==> config.mk <==
export PLATFORM = sky130hd
export DESIGN_NAME = scaled_ea_unit
export DESIGN_NICKNAME = d
export VERILOG_FILES = /design/src/rtl/sea_pkg.sv /design/src/rtl/sea_decode.sv /design/src/rtl/sea_agen.sv /design/src/rtl/sea_ctrl.sv /design/src/rtl/scaled_ea_unit.sv
export SDC_FILE = /design/constraint.sdc
export NUM_CORES = 1
export LEC_CHECK = 0
export ABC_AREA = 1
export BUFFER_PORTS_ARGS = -buffer_cell sky130_fd_sc_hd__buf_2
export CORE_MARGIN = 2
export CORE_UTILIZATION = 45
export DETAILED_ROUTE_END_ITERATION = 8
export GPL_TIMING_DRIVEN = 0
export PLACE_DENSITY = 0.72
export SETUP_SLACK_MARGIN = 0.15
export SLEW_MARGIN = 25
export SYNTH_ARGS = -nofsm -noshare
export SYNTH_HDL_FRONTEND = slang
export SYNTH_SLANG_ARGS = --single-unit
==> constraint.sdc <==
create_clock -name clk -period 4.4 [get_ports clk]
set_clock_uncertainty 0.2 [all_clocks]
set_input_delay 1.32 -clock clk [delete_from_list [all_inputs] [get_ports clk]]
set_output_delay 1.32 -clock clk [all_outputs]
set_load 0.01 [all_outputs]
==> src/rtl/sea_pkg.sv <==
// Shared types for the scaled-index effective address unit.
// Assumes: one request in flight at a time.
package sea_pkg;
    typedef enum logic [1:0] {
        ST_IDLE = 2'b00,
        ST_READ = 2'b01,
        ST_RESP = 2'b10
    } sea_state_e;

    typedef enum logic [1:0] {
        DLEN_NONE = 2'b00,
        DLEN_B8   = 2'b01,
        DLEN_B16  = 2'b10,
        DLEN_B32  = 2'b11
    } disp_len_e;

    localparam logic OP_ADDR = 1'b0;
    localparam logic OP_LOAD = 1'b1;
endpackage

==> src/rtl/sea_decode.sv <==
// Operand-form decoder: checks legality of the index encoding, turns the
// scale factor into a shift amount and sign-extends the displacement.
// Assumes: displacement field is 32 bits; ADDR_W is at least 32.
module sea_decode #(
    parameter int ADDR_W    = 64,
    parameter int SCALE_W   = 4,
    parameter int SEL_W     = 4,
    parameter int SP_SEL    = 4,
    parameter int MAX_SHIFT = 3,
    localparam int SH_W     = $clog2(MAX_SHIFT + 1),
    localparam int DISP_W   = 32
) (
    input  logic                has_index,
    input  logic [SEL_W-1:0]    index_sel,
    input  logic [SCALE_W-1:0]  scale,
    input  logic [DISP_W-1:0]   disp,
    input  logic [1:0]          disp_len,
    output logic                legal,
    output logic [SH_W-1:0]     shamt,
    output logic [ADDR_W-1:0]   disp_ext
);
    import sea_pkg::*;

    logic [MAX_SHIFT:0] scale_hit;
    logic               scale_ok;
    logic               index_ok;

    // One comparator per legal power-of-two factor.
    for (genvar k = 0; k <= MAX_SHIFT; k++) begin : g_scale
        assign scale_hit[k] = (scale == SCALE_W'(1 << k));
    end

    // Encode the matching factor into a shift count.
    always_comb begin
        shamt = '0;
        for (int k = 0; k <= MAX_SHIFT; k++) begin
            if (scale_hit[k]) shamt = SH_W'(k);
        end
    end

    assign scale_ok = |scale_hit;
    assign index_ok = (index_sel != SEL_W'(SP_SEL));
    assign legal    = !has_index || (scale_ok && index_ok);

    // Sign-extend the displacement from the selected width.
    always_comb begin
        case (disp_len_e'(disp_len))
            DLEN_B8:  disp_ext = {{(ADDR_W-8){disp[7]}},   disp[7:0]};
            DLEN_B16: disp_ext = {{(ADDR_W-16){disp[15]}}, disp[15:0]};
            DLEN_B32: disp_ext = {{(ADDR_W-32){disp[31]}}, disp[31:0]};
            default:  disp_ext = '0;
        endcase
    end
endmodule

==> src/rtl/sea_agen.sv <==
// Address adder: displacement + optional base + optional shifted index,
// wrapping modulo 2^ADDR_W.
// Assumes: shamt already validated by the decoder.
module sea_agen #(
    parameter int ADDR_W = 64,
    parameter int SH_W   = 2
) (
    input  logic              has_base,
    input  logic              has_index,
    input  logic [ADDR_W-1:0] base_val,
    input  logic [ADDR_W-1:0] index_val,
    input  logic [SH_W-1:0]   shamt,
    input  logic [ADDR_W-1:0] disp_ext,
    output logic [ADDR_W-1:0] ea
);
    logic [ADDR_W-1:0] base_term;
    logic [ADDR_W-1:0] index_term;

    // Gate absent terms to zero, then sum the three terms.
    always_comb begin
        base_term  = has_base  ? base_val : '0;
        index_term = has_index ? (index_val << shamt) : '0;
        ea         = disp_ext + base_term + index_term;
    end
endmodule

==> src/rtl/sea_ctrl.sv <==
// Request sequencer: accepts one request, answers at once for address mode
// or errors, otherwise runs one memory read and returns its data.
// Assumes: memory holds data valid in the cycle mem_rd_ack is high.
module sea_ctrl #(
    parameter int ADDR_W = 64,
    parameter int DATA_W = 64
) (
    input  logic              clk,
    input  logic              rst_n,
    input  logic              req_valid,
    output logic              req_ready,
    input  logic              req_op,
    input  logic              legal,
    input  logic [ADDR_W-1:0] ea,
    output logic              rsp_valid,
    input  logic              rsp_ready,
    output logic [DATA_W-1:0] rsp_data,
    output logic              rsp_err,
    output logic              mem_rd_req,
    output logic [ADDR_W-1:0] mem_addr,
    input  logic              mem_rd_ack,
    input  logic [DATA_W-1:0] mem_rd_data
);
    import sea_pkg::*;

    sea_state_e        state_q;
    logic [DATA_W-1:0] data_q;
    logic              err_q;
    logic [ADDR_W-1:0] addr_q;
    logic              accept;

    assign accept     = req_valid && req_ready;
    assign req_ready  = (state_q == ST_IDLE);
    assign rsp_valid  = (state_q == ST_RESP);
    assign mem_rd_req = (state_q == ST_READ);
    assign rsp_data   = data_q;
    assign rsp_err    = err_q;
    assign mem_addr   = addr_q;

    // State, response and read-address registers.
    always_ff @(posedge clk) begin
        if (!rst_n) begin
            state_q <= ST_IDLE;
            data_q  <= '0;
            err_q   <= 1'b0;
            addr_q  <= '0;
        end else begin
            case (state_q)
                ST_IDLE: begin
                    if (accept) begin
                        if (!legal) begin
                            data_q  <= '0;
                            err_q   <= 1'b1;
                            state_q <= ST_RESP;
                        end else if (req_op == OP_LOAD) begin
                            addr_q  <= ea;
                            err_q   <= 1'b0;
                            state_q <= ST_READ;
                        end else begin
                            data_q  <= DATA_W'(ea);
                            err_q   <= 1'b0;
                            state_q <= ST_RESP;
                        end
                    end
                end
                ST_READ: begin
                    if (mem_rd_ack) begin
                        data_q  <= mem_rd_data;
                        state_q <= ST_RESP;
                    end
                end
                ST_RESP: begin
                    if (rsp_ready) state_q <= ST_IDLE;
                end
                default: state_q <= ST_IDLE;
            endcase
        end
    end


    illegal_resp_chk: assert property (@(posedge clk) disable iff (!rst_n)
        accept && !legal |=> rsp_valid && rsp_err && rsp_data == '0 && !mem_rd_req);


    addr_resp_chk: assert property (@(posedge clk) disable iff (!rst_n)
        accept && legal && req_op == OP_ADDR |=>
            rsp_valid && !rsp_err && rsp_data == DATA_W'($past(ea)) && !mem_rd_req);


    load_issue_chk: assert property (@(posedge clk) disable iff (!rst_n)
        accept && legal && req_op == OP_LOAD |=> mem_rd_req && mem_addr == $past(ea));


    read_hold_chk: assert property (@(posedge clk) disable iff (!rst_n)
        mem_rd_req && !mem_rd_ack |=> mem_rd_req && $stable(mem_addr));


    read_return_chk: assert property (@(posedge clk) disable iff (!rst_n)
        mem_rd_req && mem_rd_ack |=> rsp_valid && rsp_data == $past(mem_rd_data));


    rsp_hold_chk: assert property (@(posedge clk) disable iff (!rst_n)
        rsp_valid && !rsp_ready |=> rsp_valid && $stable(rsp_data) && $stable(rsp_err));
endmodule

==> src/rtl/scaled_ea_unit.sv <==
// Top of the scaled-index effective address unit: decoder, adder and
// sequencer. Returns either the address or the word loaded from it.
// Assumes: one outstanding request; synchronous active-low reset.
module scaled_ea_unit #(
    parameter int ADDR_W    = 64,
    parameter int DATA_W    = 64,
    parameter int SEL_W     = 4,
    parameter int SCALE_W   = 4,
    parameter int SP_SEL    = 4,
    parameter int MAX_SHIFT = 3,
    localparam int SH_W     = $clog2(MAX_SHIFT + 1)
) (
    input  logic               clk,
    input  logic               rst_n,
    input  logic               req_valid,
    output logic               req_ready,
    input  logic               req_op,
    input  logic               req_has_base,
    input  logic               req_has_index,
    input  logic [ADDR_W-1:0]  req_base,
    input  logic [ADDR_W-1:0]  req_index,
    input  logic [SEL_W-1:0]   req_index_sel,
    input  logic [SCALE_W-1:0] req_scale,
    input  logic [31:0]        req_disp,
    input  logic [1:0]         req_disp_len,
    output logic               rsp_valid,
    input  logic               rsp_ready,
    output logic [DATA_W-1:0]  rsp_data,
    output logic               rsp_err,
    output logic               mem_rd_req,
    output logic [ADDR_W-1:0]  mem_addr,
    input  logic               mem_rd_ack,
    input  logic [DATA_W-1:0]  mem_rd_data
);
    logic              legal;
    logic [SH_W-1:0]   shamt;
    logic [ADDR_W-1:0] disp_ext;
    logic [ADDR_W-1:0] ea;

    sea_decode #(
        .ADDR_W(ADDR_W), .SCALE_W(SCALE_W), .SEL_W(SEL_W),
        .SP_SEL(SP_SEL), .MAX_SHIFT(MAX_SHIFT)
    ) u_decode (
        .has_index (req_has_index),
        .index_sel (req_index_sel),
        .scale     (req_scale),
        .disp      (req_disp),
        .disp_len  (req_disp_len),
        .legal     (legal),
        .shamt     (shamt),
        .disp_ext  (disp_ext)
    );

    sea_agen #(.ADDR_W(ADDR_W), .SH_W(SH_W)) u_agen (
        .has_base  (req_has_base),
        .has_index (req_has_index),
        .base_val  (req_base),
        .index_val (req_index),
        .shamt     (shamt),
        .disp_ext  (disp_ext),
        .ea        (ea)
    );

    sea_ctrl #(.ADDR_W(ADDR_W), .DATA_W(DATA_W)) u_ctrl (
        .clk         (clk),
        .rst_n       (rst_n),
        .req_valid   (req_valid),
        .req_ready   (req_ready),
        .req_op      (req_op),
        .legal       (legal),
        .ea          (ea),
        .rsp_valid   (rsp_valid),
        .rsp_ready   (rsp_ready),
        .rsp_data    (rsp_data),
        .rsp_err     (rsp_err),
        .mem_rd_req  (mem_rd_req),
        .mem_addr    (mem_addr),
        .mem_rd_ack  (mem_rd_ack),
        .mem_rd_data (mem_rd_data)
    );
endmodule

Word-level counts from Yosys, hierarchy flattened --
Index checks and enable logic that the tools add are counted.
Operators by class: add/sub/neg operators 2, multiply operators 0, shifts and indexed selects 1, reductions and logical operators 11, div/mod/pow operators 0, bitwise gates (word level) 0, magnitude comparators 0, muxes and demuxes 18, eq/ne operators 14
Operator list (count):
- $mux 64 | 6
- $pmux 64 s3 | 1
- $add 64x64->64 | 2
- $pmux 64 s2 | 1
- $shl 64x2->64 | 1
- $mux 2 | 7
- $reduce_and 4->1 | 2
- $eq 2x2->1 const B | 3
- $pmux 2 s3 | 1
- $eq 2x1->1 const B | 2
- $eq 4x1->1 const B | 1
- $eq 4x2->1 const B | 1
- $eq 4x3->1 const B | 1
- $eq 4x4->1 const B | 1
- $ne 2x1->1 const B | 2
- $ne 4x3->1 const B | 1
- $reduce_or 4->1 | 1
- $ne 3x3->1 const B | 1
- $reduce_and 3->1 | 1
- $logic_and 1x1->1 | 2
- $logic_not 2->1 | 1
- $mux 1 | 2
- $ne 2x2->1 const B | 1
- $reduce_and 2->1 | 1
- 3 further kinds | 3
Word-level totals: output and inout port bits 132, register bits after elaboration 131, memory bits (writable) 0, input bits 242, bits in read-only memories 0, latch bits 0, logic and storage cells 50, memories 0

Longest topological paths before layout --
Gate-level depths: netlist (run 1).
word-level depth 11, mapped depth 29, depth with buffers taken out 27

By module --
Synthesis (run 1) repeated with hierarchy kept, for this count alone.
Unflattened totals: cell total of the unflattened synthesis 2828, area, all modules 16131.7 sq um
Modules (own cells, without submodules):
- sea_agen | seq. area each 0.0 sq um, cells an instance 1636, area each 8857.2 sq um, times used 1
- sea_ctrl | seq. area each 2622.5 sq um, cells an instance 1065, area each 6596.3 sq um, times used 1
- sea_decode | seq. area each 0.0 sq um, cells an instance 127, area each 678.2 sq um, times used 1

Worst setup path after synthesis (run 1) --
Ideal clock, no wire load.
path type input port to flip-flop, start input port req_scale[3], end register u_ctrl.addr_q[33] (netlist: u_ctrl.mem_addr[33]), data required time 4092 ps, buffers on the path 2, path slack -376 ps, arrival 4468 ps, setup time 108 ps, stages on the path 23, path through inv_1 nand2_1 nand3_1 clkbuf_1 buf_2 nand2_1 o21ai_0 a21oi_1 fa_1 inv_1 fa_1 nand3_1 nand3_1 nand2_1 nand2_1 nand2_1 nand2_1 nand2_1 nand2_1 or2_2 nand2_1 a21o_1 inv_1
Between the ends: word-level cells in the longest chain between the ends 7, elaborated cells between the ends (all ways) 14, those cells by class add/sub (1); eq/ne (4); shift (1); mux (4); reduce/logical (4)
RTL lines:
- from (decl) | line scaled_ea_unit.sv:23 | input logic [SCALE_W-1:0] req_scale,
- $eq 4x2->1 | line sea_decode.sv:30 | assign scale_hit[k] = (scale == SCALE_W'(1 << k));
- $mux 1 | line sea_decode.sv:37 | if (scale_hit[k]) shamt = SH_W'(k);
- $mux 2 (2 in series) | line sea_decode.sv:37
- $shl 64x2->64 | line sea_agen.sv:22 | index_term = has_index ? (index_val << shamt) : '0;
- $mux 64 | line sea_agen.sv:22
- $add 64x64->64 | line sea_agen.sv:23 | ea = disp_ext + base_term + index_term;
- to (signal assigned) | line sea_ctrl.sv:46 | addr_q <= '0;
- to (signal assigned) | line sea_ctrl.sv:56 | addr_q <= ea;
- to (decl) | line sea_ctrl.sv:29 | logic [ADDR_W-1:0] addr_q;
Parallel ways exist; a longest one is shown, timed or not. A chain may end at the register's enable or synchronous reset.

Final worst setup path (run 1) --
start input port req_scale[1], end register u_ctrl.data_q[31] (netlist: u_ctrl.rsp_data[31])
Between the ends: word-level cells in the longest chain between the ends 11, elaborated cells between the ends (all ways) 19, those cells by class add/sub (1); eq/ne (5); shift (1); mux (8); reduce/logical (4)
RTL lines:
- $eq 4x2->1 | line sea_decode.sv:30
- $mux 1 | line sea_decode.sv:37
- $mux 2 (2 in series) | line sea_decode.sv:37
- $shl 64x2->64 | line sea_agen.sv:22
- $mux 64 | line sea_agen.sv:22
- $add 64x64->64 | line sea_agen.sv:23
- $mux 64 | line sea_ctrl.sv:55 | end else if (req_op == OP_LOAD) begin
- $mux 64 | line sea_ctrl.sv:51 | if (!legal) begin
- $mux 64 | line sea_ctrl.sv:50 | if (accept) begin
- $pmux 64 s2 | line sea_ctrl.sv:48 | case (state_q)
- to (signal assigned) | line sea_ctrl.sv:60 | data_q <= DATA_W'(ea);
- to (signal assigned) | line sea_ctrl.sv:68 | data_q <= mem_rd_data;
- to (decl) | line sea_ctrl.sv:27 | logic [DATA_W-1:0] data_q;
Parallel ways exist; a longest one is shown, timed or not. The select of a mux whose other input is x is not followed.

==> results of run 1 <==
repair_timing:
action | in CTS | in global routing
gates resized for setup | 552 | 502
buffers inserted | 58 | 38
pin swaps | 184 | 213
endpoints found under the hold margin | 0 | 0
gates cloned | 6 | 6
hold buffers | 0 | 0
endpoints found under the setup margin | 119 | 113
layout by cell type (no fill, tap or decap), types with 23 or more instances in the layout:
master     count
nand2_1      566
inv_1        529
buf_2        381
nand2_2      210
a21oi_1      141
dfxtp_1      131
nand2_4      109
buf_4        100
o21ai_0       88
nor2_1        75
nor2_4        74
inv_2         71
fa_1          63
ha_4          61
a21oi_2       57
nand3_2       48
o22ai_1       31
nor2_2        30
clkbuf_1      30
o21a_1        30
o21ai_1       29
nand3_1       29
clkbuf_16     25
nand3_4       23
logic make-up (layout without fill, tap and decap cells):
group	count (synthesis)	in the layout	share of synthesized area
muxes	1	1	0.0006703
xor gates and xnor gates	24	24	0.01407
other	0	1	0
adders and majority gates	126	126	0.1377
and+or+nand+nor	1204	1204	0.3191
buffers and inverters	699	1209	0.1829
AOI/OAI and AO/OA	466	466	0.1699
DFF	131	131	0.1756
synthesized netlist by cell type, drive strengths merged (7+ instances only):
cell and number:
a21oi 216, buf 43, clkbuf 45, dfxtp 131
fa 64, ha 62, inv 608, nand2 889
nand3 100, nand4 7, nor2 179, nor3 12
o211ai 8, o21a 30, o21ai 138, o21bai 9
o22ai 57, xnor2 11, xor2 13
flip-flops by register name, indices dropped and copies added, names as in the netlist:
signal and cells:
u_ctrl.rsp_data 64, u_ctrl.mem_addr 64, u_ctrl.state_q 2, u_ctrl.rsp_err 1
metrics by stage:
| step | hold slack (ps) | setup TNS, ps | utilization | power (mW) | setup slack, ps |
|---|---|---|---|---|---|
| after floorplan | 288.3 | -2745 | - | 3.884 | -143.9 |
| after global placement | 245.7 | -99370 | 0.5595 | 5.133 | -1299 |
| after detailed placement | 261.1 | -104430 | 0.5595 | 5.167 | -1362 |
| after CTS | 273.3 | -63.50 | 0.6583 | 7.465 | -25.54 |
| after global routing | 285.7 | -17410 | 0.7269 | 8.895 | -341.3 |
| final | 272.8 | -7933 | 0.7270 | 8.449 | -227.3 |
where the power goes:
part           switching (mW)  total (mW)  leakage [nW]  internal, mW
clock network           0.538        1.45         0.278         0.915
registers              0.0844        1.43          1.08          1.35
logic                    3.43        5.56          11.8          2.13
critical path: stages:
cell and delay [ps]:
buf_8 110, nor2_4 140, nand3_4 90, nor2_4 250
clkinv_4 190, clkbuf_16 220, o22ai_2 190, fa_1 470
ha_4 360, nand2_1 70, nand2_1 190, inv_1 100
nand2_1 100, nand2_1 60, nand2_1 90, inv_1 50
nand2_2 110, nand2_2 80, nand2_4 130, xor2_2 220
nand2_1 110, a21oi_1 130
cell type report:
cell class              instances  area, um^2
repair buffers                477        2884
diodes                          1       2.502
flip-flops and latches        131        2623
clock inverters                 9       130.1
clock buffers                  22       464.2
inverters                     611        2331
plain buffers                  88       719.4
well taps                     442       553.0
multi-input cells            1821       13990
repair inverters                2       13.76
fillers                      2716        8906
layer usage:
layer  wire length [um]  vias to the layer above
met5                  0                        -
met3               5333                      278
li1                   -                     9096
met1              26760                     9046
met4               4519                        0
met2              32170                     1006
worst paths after layout:
| check | end | cells after the start | start | slack [ps] |
|---|---|---|---|---|
| worst min-delay path | u_ctrl.mem_addr[13]$_SDFFE_PN0P_ | 2 | u_ctrl.mem_addr[13]$_SDFFE_PN0P_ | 270 |
| worst max-delay path | u_ctrl.rsp_data[31]$_SDFFE_PN0P_ | 22 | req_scale[1] | -230 |
| worst min register to register | u_ctrl.mem_addr[13]$_SDFFE_PN0P_ | 2 | u_ctrl.mem_addr[13]$_SDFFE_PN0P_ | 270 |
| worst max register to register | u_ctrl.rsp_data[15]$_SDFFE_PN0P_ | 9 | u_ctrl.state_q[1]$_SDFFE_PN0P_ | 2190 |
==> results.yml, run 1 <==
route:
  vias: 19430
  viasPerCell: 5.390
  ant_nets: 0
  avgRoutedWirePerCell_um: 19.08
  drt-total-wl_mm: 68.78
  drc_errors: 0
  first_iter_violations: 1707
  dr.pass1.iters: 8
clock_network:
  cts-root-buf: "clkbuf_16"
  clk_latency_ps: 430
  numCtsBuffers: 17
  clock_path_buffers: 2
  path_clk_slew_ps: 60
  cts_tree: "built"
  htreeDepth: 4
  clock_sinks: 131
pwr:
  p_leak_nw: 13.18
  p_per_area_nw_per_um2: 356.3
  irDropWorstVdd_uv: 301.2
sta:
  finalHoldViolCount: 0
  rsz0062_at_grt: "true"
  fin_crit_sh: 1.052
  finalCriticalPeriod_ps: 4627
  relSlewSlack: 0.5167
  worstMarginPinSlew_ps: 724.9
  drv_slew: 0
  fin_ws_ps: -227.3
  fmax_mhz: 216.1
  setup_viol: 93
die:
  io_pins: 374
  start_util: 0.4578
  die_w_um: 186.2
  core.rowCount: 66
  core-area_um2: 32620
  die-area_um2: 34660
  die_y_um: 186.2
placed_design:
  dp_hpwl_mm: 51.81
  port_buffers: 371
  gp_congestion: 0.9968
  post_dp_cell_area_um2: 18250
  placed_cells: 3464
global_route:
  grtUsageMet2: 0.6193
  antenna_found_initial: 0
  grt_busiest_layer: "met2"
  globalRouteTotalUtil: 0.3640
  grt_pass1_wl_mm: 96.14
  overflow: 0
  use_met3: 0.05783
  grt_max_degree: 17
  grt_util_met1: 0.4437
  grt_pass1_vias: 18410
worst_setup_path:
  cp_data_required_time_ps: 4570
  crit_arrival_ps: 4790
  critPathMaxFanout: 6
  end_kind: "flip-flop"
  crit_type: "in -> reg"
  cp-start-kind: "primary input"
cells_and_area:
  area.growth.synth_to_final_pct: 58.78
  nets: 3517
  design_area_um2: 23710
  fin_cells: 3604
  layout-drive-gt1-share: 0.4328
run_status:
  violations: "negative setup slack"
  status: "complete, but fails checks"
synth:
  synth_area_um2: 14930
  synth_area_per_cell_um2: 5.633
  synth_edf_count: 0
  synth_top_area_frac: 0.2224
  yosysTopAreaCell: "nand2_1"
  ys_seq_elements: 131
  synthArstFlopShare: 0
  synth_nets: 3019
  ys_top_cells_by_area: "nand2_1 (22%), dfxtp_1 (18%), inv_1 (15%), fa_1 (8.6%), a21oi_1 (7.2%)"
  synth_cells: 2651
  ys_types: 39
  synth-main-ff-cell: "dfxtp_1"
  ys_warn_count: 0
  ys_seq_area_frac: 0.1756
min_path:
  hold_class: "reg -> reg"
run:
  maxCapViolCount: 0
No activity file was read; power rests on OpenSTA's default activity.
==> run 2, diff against run 1 <==
--- a/config.mk
+++ b/config.mk
@@ -6,12 +6,11 @@
 export NUM_CORES = 1
 export LEC_CHECK = 0
 export ABC_AREA = 1
-export BUFFER_PORTS_ARGS = -buffer_cell sky130_fd_sc_hd__buf_2
 export CORE_MARGIN = 2
 export CORE_UTILIZATION = 45
 export DETAILED_ROUTE_END_ITERATION = 8
+export DONT_BUFFER_PORTS = 1
 export GPL_TIMING_DRIVEN = 0
-export PLACE_DENSITY = 0.72
 export SETUP_SLACK_MARGIN = 0.15
 export SLEW_MARGIN = 25
 export SYNTH_ARGS = -nofsm -noshare
==> run 2 against run 1 <==
Net effect:
- the run now ends clean
- non-clock buffer count shrank 393
- combinational power fell by 15%
- maximum frequency grew 5.2%
- die area did not move
- global-route usage decreased by 3.0 points
- critical path type unchanged
- critical endpoint is now u_ctrl.mem_addr[59]$_SDFFE_PN0P_
- largest cell class unchanged
- highest routed layer unchanged
==> results.yml, run 2 (synthesized netlist as in run 1, its figures left out) <==
placed_design:
  dp_hpwl_mm: 49.45
  port_buffers: 0
  gp_congestion: 1.015
route:
  viasPerCell: 5.323
  drt-total-wl_mm: 60.73
  dr.pass1.iters: 6
  vias: 17090
  first_iter_violations: 1158
  drc_errors: 0
  ant_nets: 0
  avgRoutedWirePerCell_um: 18.91
cells_and_area:
  nets: 3123
  layout-drive-gt1-share: 0.3002
  fillers: 3141
  area.growth.synth_to_final_pct: 38.38
  utilization: 0.6336
  final_cell_mix: "nand2_1 (616), inv_1 (549), nand2_2 (182), a21oi_1 (163), dfxtp_1 (131)"
  mostFrequentLayoutCell: "nand2_1"
worst_setup_path:
  startpoint: "req_scale[1]"
  cp-start-kind: "primary input"
  crit_type: "in -> reg"
  crit_chain: "nand2_1 > nand3_4 > clkbuf_16 > buf_12 > nor2_4 > a21oi_2 > o22ai_1 > inv_1 > fa_1 > inv_2 > ha_4 > nand2_2 > inv_2 > nand2_2 > nor3_4 > nand2_2 > nor3_4 > nand2_4 > nand2_4 > nand2_4 > nand2_2 > nand2_1 > nand2_1 > inv_1"
  cpMaxStageDelayCell: "fa_1"
  crit_family: "simple AND/OR/NAND/NOR gates"
  cp_data_required_time_ps: 4520
  critPathMaxFanout: 6
  slowest_delay_ps: 550
  end_kind: "flip-flop"
  critPathBufInv: 6
  critical-path-top-cell-by-count: "nand2_2"
  crit_arrival_ps: 4520
  rr_startpoint: "u_ctrl.state_q[0]$_SDFFE_PN0P_"
run:
  maxCapViolCount: 0
pwr:
  p_per_area_nw_per_um2: 372.9
  internal_power_mw: 3.996
  pwr-share-clk: 0.184
  p_leak_nw: 10.99
  net-switching-power_mw: 3.711
  switching_share: 0.4815
  irDropWorstVdd_uv: 315.0
  power_frac_seq: 0.201
  pwr-share-comb: 0.615
  total_power_mw: 7.707
clock_network:
  numCtsBuffers: 17
  clock_path_buffers: 2
  cts_tree: "built"
  clock_sinks: 131
  cts-root-buf: "clkbuf_16"
  htreeDepth: 4
  path_clk_slew_ps: 60
  clk_latency_ps: 420
min_path:
  hold_class: "reg -> reg"
  hp-start: "u_ctrl.mem_addr[0]$_SDFFE_PN0P_"
run_status:
  status: "finished clean"
global_route:
  grt_pass1_vias: 16250
  grt_max_degree: 17
  globalRouteTotalUtil: 0.3343
  grt_pass1_wl_mm: 87.47
  overflow: 0
  antenna_found_initial: 2
die:
  io_pins: 374
  die_y_um: 186.2
  start_util: 0.4578
  die-area_um2: 34660
  core-area_um2: 32620
  core.rowCount: 66
  die_w_um: 186.2
sta:
  relSlewSlack: 0.5450
  setup_viol: 0
  fmax_mhz: 227.3
  worstMarginPinSlew_ps: 682.5
  finalCriticalPeriod_ps: 4399
  rsz0062_at_grt: "true"
  fin_crit_sh: 0.9999
  drv_slew: 0
  finalHoldViolCount: 0
run 2: cell count changes in the layout (fill, tap and decap cells not counted), moves of 21 or more:
cell	previous run	this run
buf_2	381	13
nand2_1	566	616
nand2_2	210	182
a21oi_1	141	163
nand2_4	109	87
a21oi_2	57	36
run 2: area by class of cell:
cell class                 count  area (um^2)  share of cell area
clock buffer                  20        456.7             0.02210
inverter                     611         2323              0.1124
tap                          442        553.0             0.02676
timing repair inverter         1        7.507           0.0003633
sequential                   131         2623              0.1269
clock inverter                12        131.4            0.006357
timing repair buffer          84        715.7             0.03463
buffer                        88        599.3             0.02900
antenna                        1        2.502           0.0001211
multi-input combinational   1821        13250              0.6413
run 2: metrics by stage:
step	hold slack, ps	instance area [um^2]	std cells	setup TNS, ps	setup WS [ps]
after floorplan	288.3	15840	2651	-2745	-143.9
after global placement	309.5	16390	3093	-78610	-1115
after detailed placement	311.2	16390	3093	-81880	-1118
after CTS	322.0	18910	3175	0	64.33
after global routing	356.3	20660	3210	-2641	-115.7
final	320.8	20670	3211	0	0.6577
run 2: timing repair:
action / 4_1_cts / 5_1_grt
setup buffers: 48 / 34
resized for setup: 398 / 427
hold buffers: 0 / 0
pin swaps: 110 / 218
setup endpoints to repair: 111 / 109
cloned: 2 / 1
run 2: path summary, 6_finish.rpt:
check                                endpoint  slack [ps]  cells past startpoint
max          u_ctrl.mem_addr[59]$_SDFFE_PN0P_         0.7                     24
min           u_ctrl.mem_addr[0]$_SDFFE_PN0P_         320                      2
max reg2reg  u_ctrl.mem_addr[29]$_SDFFE_PN0P_        2150                      9
min reg2reg   u_ctrl.mem_addr[0]$_SDFFE_PN0P_         320                      2
run 2: per-layer routing:
layer / vias up / wire length, um / GRT usage / part of all wire
li1: 8289 / - / - / -
met3: 126 / 4307 / 0.06055 / 0.071
met5: - / 0 / 0 / 0
met2: 671 / 30470 / 0.6036 / 0.50
met1: 8007 / 24070 / 0.4039 / 0.40
met4: 0 / 1874 / 0.09890 / 0.031
run 2: tightest hold or removal path, delay by kind of cell, from the launching register on:
| family | cells | cell delay (ps) |
|---|---|---|
| AOI/OAI and AO/OA | 1 | 60 |
| DFF | 1 | 340 |
| and+or+nand+nor | 1 | 70 |
run 2: power by group through the flow:
stage | logic (mW) | clock network, mW | registers (mW)
6_report | 4.74 | 1.42 | 1.55
5_1_grt | 5.12 | 1.47 | 1.56
4_1_cts | 4.06 | 1.42 | 1.54
3_5_place_dp | 3.36 | 0 | 1.57
3_3_place_gp | 3.34 | 0 | 1.57
2_1_floorplan | 2.37 | 0 | 1.52
==> run 3, diff against run 2 <==
--- a/config.mk
+++ b/config.mk
@@ -11,7 +11,7 @@
 export DETAILED_ROUTE_END_ITERATION = 8
 export DONT_BUFFER_PORTS = 1
 export GPL_TIMING_DRIVEN = 0
-export SETUP_SLACK_MARGIN = 0.15
+export SETUP_SLACK_MARGIN = 0.2
 export SLEW_MARGIN = 25
 export SYNTH_ARGS = -nofsm -noshare
 export SYNTH_HDL_FRONTEND = slang
==> constraint.sdc (replaced) <==
create_clock -name clk -period 3.6 [get_ports clk]
set_clock_uncertainty 0.2 [all_clocks]
set_input_delay 0.36 -clock clk [delete_from_list [all_inputs] [get_ports clk]]
set_output_delay 0.36 -clock clk [all_outputs]
set_load 0.01 [all_outputs]
==> run 3 against run 2 <==
Net effect:
- sequential share of layout area about the same
- register-to-register slack worse by 890 ps
- largest power group unchanged
- highest routed layer unchanged
- design area about the same
- routed wire length is 1.3% higher
==> results.yml, run 3 (synthesized netlist as in run 1, its figures left out) <==
placed_design:
  gp_congestion: 1.038
  post_dp_cell_area_um2: 16240
  port_buffers: 0
  dp_hpwl_mm: 49.35
  placed_cells: 3093
route:
  drt-total-wl_mm: 61.52
  dr.pass1.iters: 6
  viasPerCell: 5.331
  first_iter_violations: 1421
  vias: 17400
  met3_length_mm: 4.465
  wl_met2_mm: 30.36
  top_layer: "met4"
  ant_nets: 0
  drc_errors: 0
  drt-met1-wl_mm: 24.57
  avgRoutedWirePerCell_um: 18.85
clock_network:
  clk_latency_ps: 420
  numCtsBuffers: 17
  clock_sinks: 131
  clock_path_buffers: 2
  cts-root-buf: "clkbuf_16"
  path_clk_slew_ps: 60
  htreeDepth: 4
  cts_tree: "built"
sta:
  drv_slew: 0
  finalCriticalPeriod_ps: 3471
  rsz0062_at_grt: "true"
  finalHoldViolCount: 0
  setup_tns_ps: 0
  relSlewSlack: 0.5220
  worstMarginPinSlew_ps: 717.0
  fmax_mhz: 288.1
  setup_viol: 0
  fin_crit_sh: 0.9642
cells_and_area:
  design_area_um2: 20670
  multi_input_area_um2: 12630
  nets: 3177
  final_cell_mix: "nand2_1 (685), inv_1 (564), a21oi_1 (173), nand2_2 (140), dfxtp_1 (131)"
  area.growth.synth_to_final_pct: 38.42
  ff_latch_area_um2: 2623
  fillers: 3107
  layout-drive-gt1-share: 0.2460
  mostFrequentLayoutCell: "nand2_1"
  fin_cells: 3263
  num_antenna_cells: 0
run:
  maxCapViolCount: 0
pwr:
  total_power_mw: 9.213
  pwr-share-clk: 0.200
  irDropWorstVdd_uv: 372.6
  p_per_area_nw_per_um2: 445.7
  net-switching-power_mw: 4.322
  switching_share: 0.4691
  p_leak_nw: 11.03
  pwr-share-comb: 0.594
  internal_power_mw: 4.891
  power_frac_seq: 0.206
worst_setup_path:
  crit_type: "in -> reg"
  end_kind: "flip-flop"
  critPathMaxFanout: 10
  cp_data_required_time_ps: 3720
  cp-start-kind: "primary input"
  startpoint: "req_scale[2]"
  crit_arrival_ps: 3590
  rr_startpoint: "u_ctrl.state_q[1]$_SDFFE_PN0P_"
global_route:
  grt_max_degree: 17
  grt_pass1_wl_mm: 89.76
  antenna_found_initial: 1
  globalRouteTotalUtil: 0.3415
  overflow: 0
  grt_pass1_vias: 16630
die:
  die-area_um2: 34660
  io_pins: 374
  start_util: 0.4578
  core-area_um2: 32620
  core.rowCount: 66
  die_w_um: 186.2
  die_y_um: 186.2
run_status:
  status: "finished clean"
min_path:
  hold_class: "in -> reg"
  hp-start: "mem_rd_data[5]"
run 3: cell types whose count changed in the layout (fill, tap and decap cells not counted), sizes merged:
cell and change:
buf -8, clkinvlp -1, bufinv +2, dlygate4sd3 +61
clkinv -4, clkbuf +3, diode -1
run 3: per-stage QoR:
| step | worst slack (ps) | util | hold WS (ps) |
|---|---|---|---|
| 2_1_floorplan | 16.13 | - | 288.3 |
| 3_3_place_gp | -1014 | 0.4979 | 311.9 |
| 3_5_place_dp | -1034 | 0.4979 | 312.9 |
| 4_1_cts | 176.5 | 0.5768 | 0.6650 |
| 5_1_grt | -14.02 | 0.6338 | 33.15 |
| 6_report | 128.9 | 0.6338 | 12.49 |
run 3: power groups by stage:
stage | clock network (mW) | registers (mW) | logic (mW)
2_1_floorplan | 0 | 1.86 | 2.83
3_3_place_gp | 0 | 1.92 | 4.01
3_5_place_dp | 0 | 1.92 | 4.04
4_1_cts | 1.84 | 1.89 | 4.65
5_1_grt | 1.92 | 1.91 | 5.95
6_report | 1.84 | 1.89 | 5.48
run 3: repair_timing:
action	in CTS	in global routing
setup endpoints to repair	111	110
hold buffers	61	0
pin swaps	67	147
cloned	3	4
resized for setup	273	410
setup buffers	25	46
endpoints found under the hold margin	61	0
run 3: final timing paths:
path,endpoint,slack (ps),depth (start not counted)
worst max-delay path,u_ctrl.mem_addr[52]$_SDFFE_PN0P_,130,23
worst min-delay path,u_ctrl.rsp_data[5]$_SDFFE_PN0P_,10,4
worst max register to register,u_ctrl.rsp_data[47]$_SDFFE_PN0P_,1260,9
worst min register to register,u_ctrl.mem_addr[1]$_SDFFE_PN0P_,320,2
run 3: area by class of cell:
type,count,area share
multi-input combinational,1821,0.6109
sequential,131,0.1269
inverter,611,0.1122
timing repair buffer,137,0.06155
buffer,88,0.03111
tap,442,0.02675
clock buffer,23,0.02264
clock inverter,8,0.007324
timing repair inverter,2,0.0006658
run 3: critical path, cell delays in order:
cell and delay, ps:
nor2_4 110, nand3_4 140, clkbuf_16 210, buf_8 140, nand2_1 50, o21ai_1 100
o22ai_1 200, inv_1 90, fa_1 500, inv_1 60, ha_4 310, nand2_2 110
nor2_4 180, nand2_2 130, nor2_4 190, and2_1 160, nand2_2 110, nand2_1 100
nand2_1 80, nand2_2 90, nand2_1 50, nand2_1 60, inv_1 40
run 3: metal layers:
| layer | global-route usage | up-vias |
|---|---|---|
| met5 | 0 | - |
| met4 | 0.1118 | 0 |
| met3 | 0.07087 | 158 |
| met2 | 0.6030 | 704 |
| met1 | 0.4137 | 8131 |
| li1 | - | 8403 |
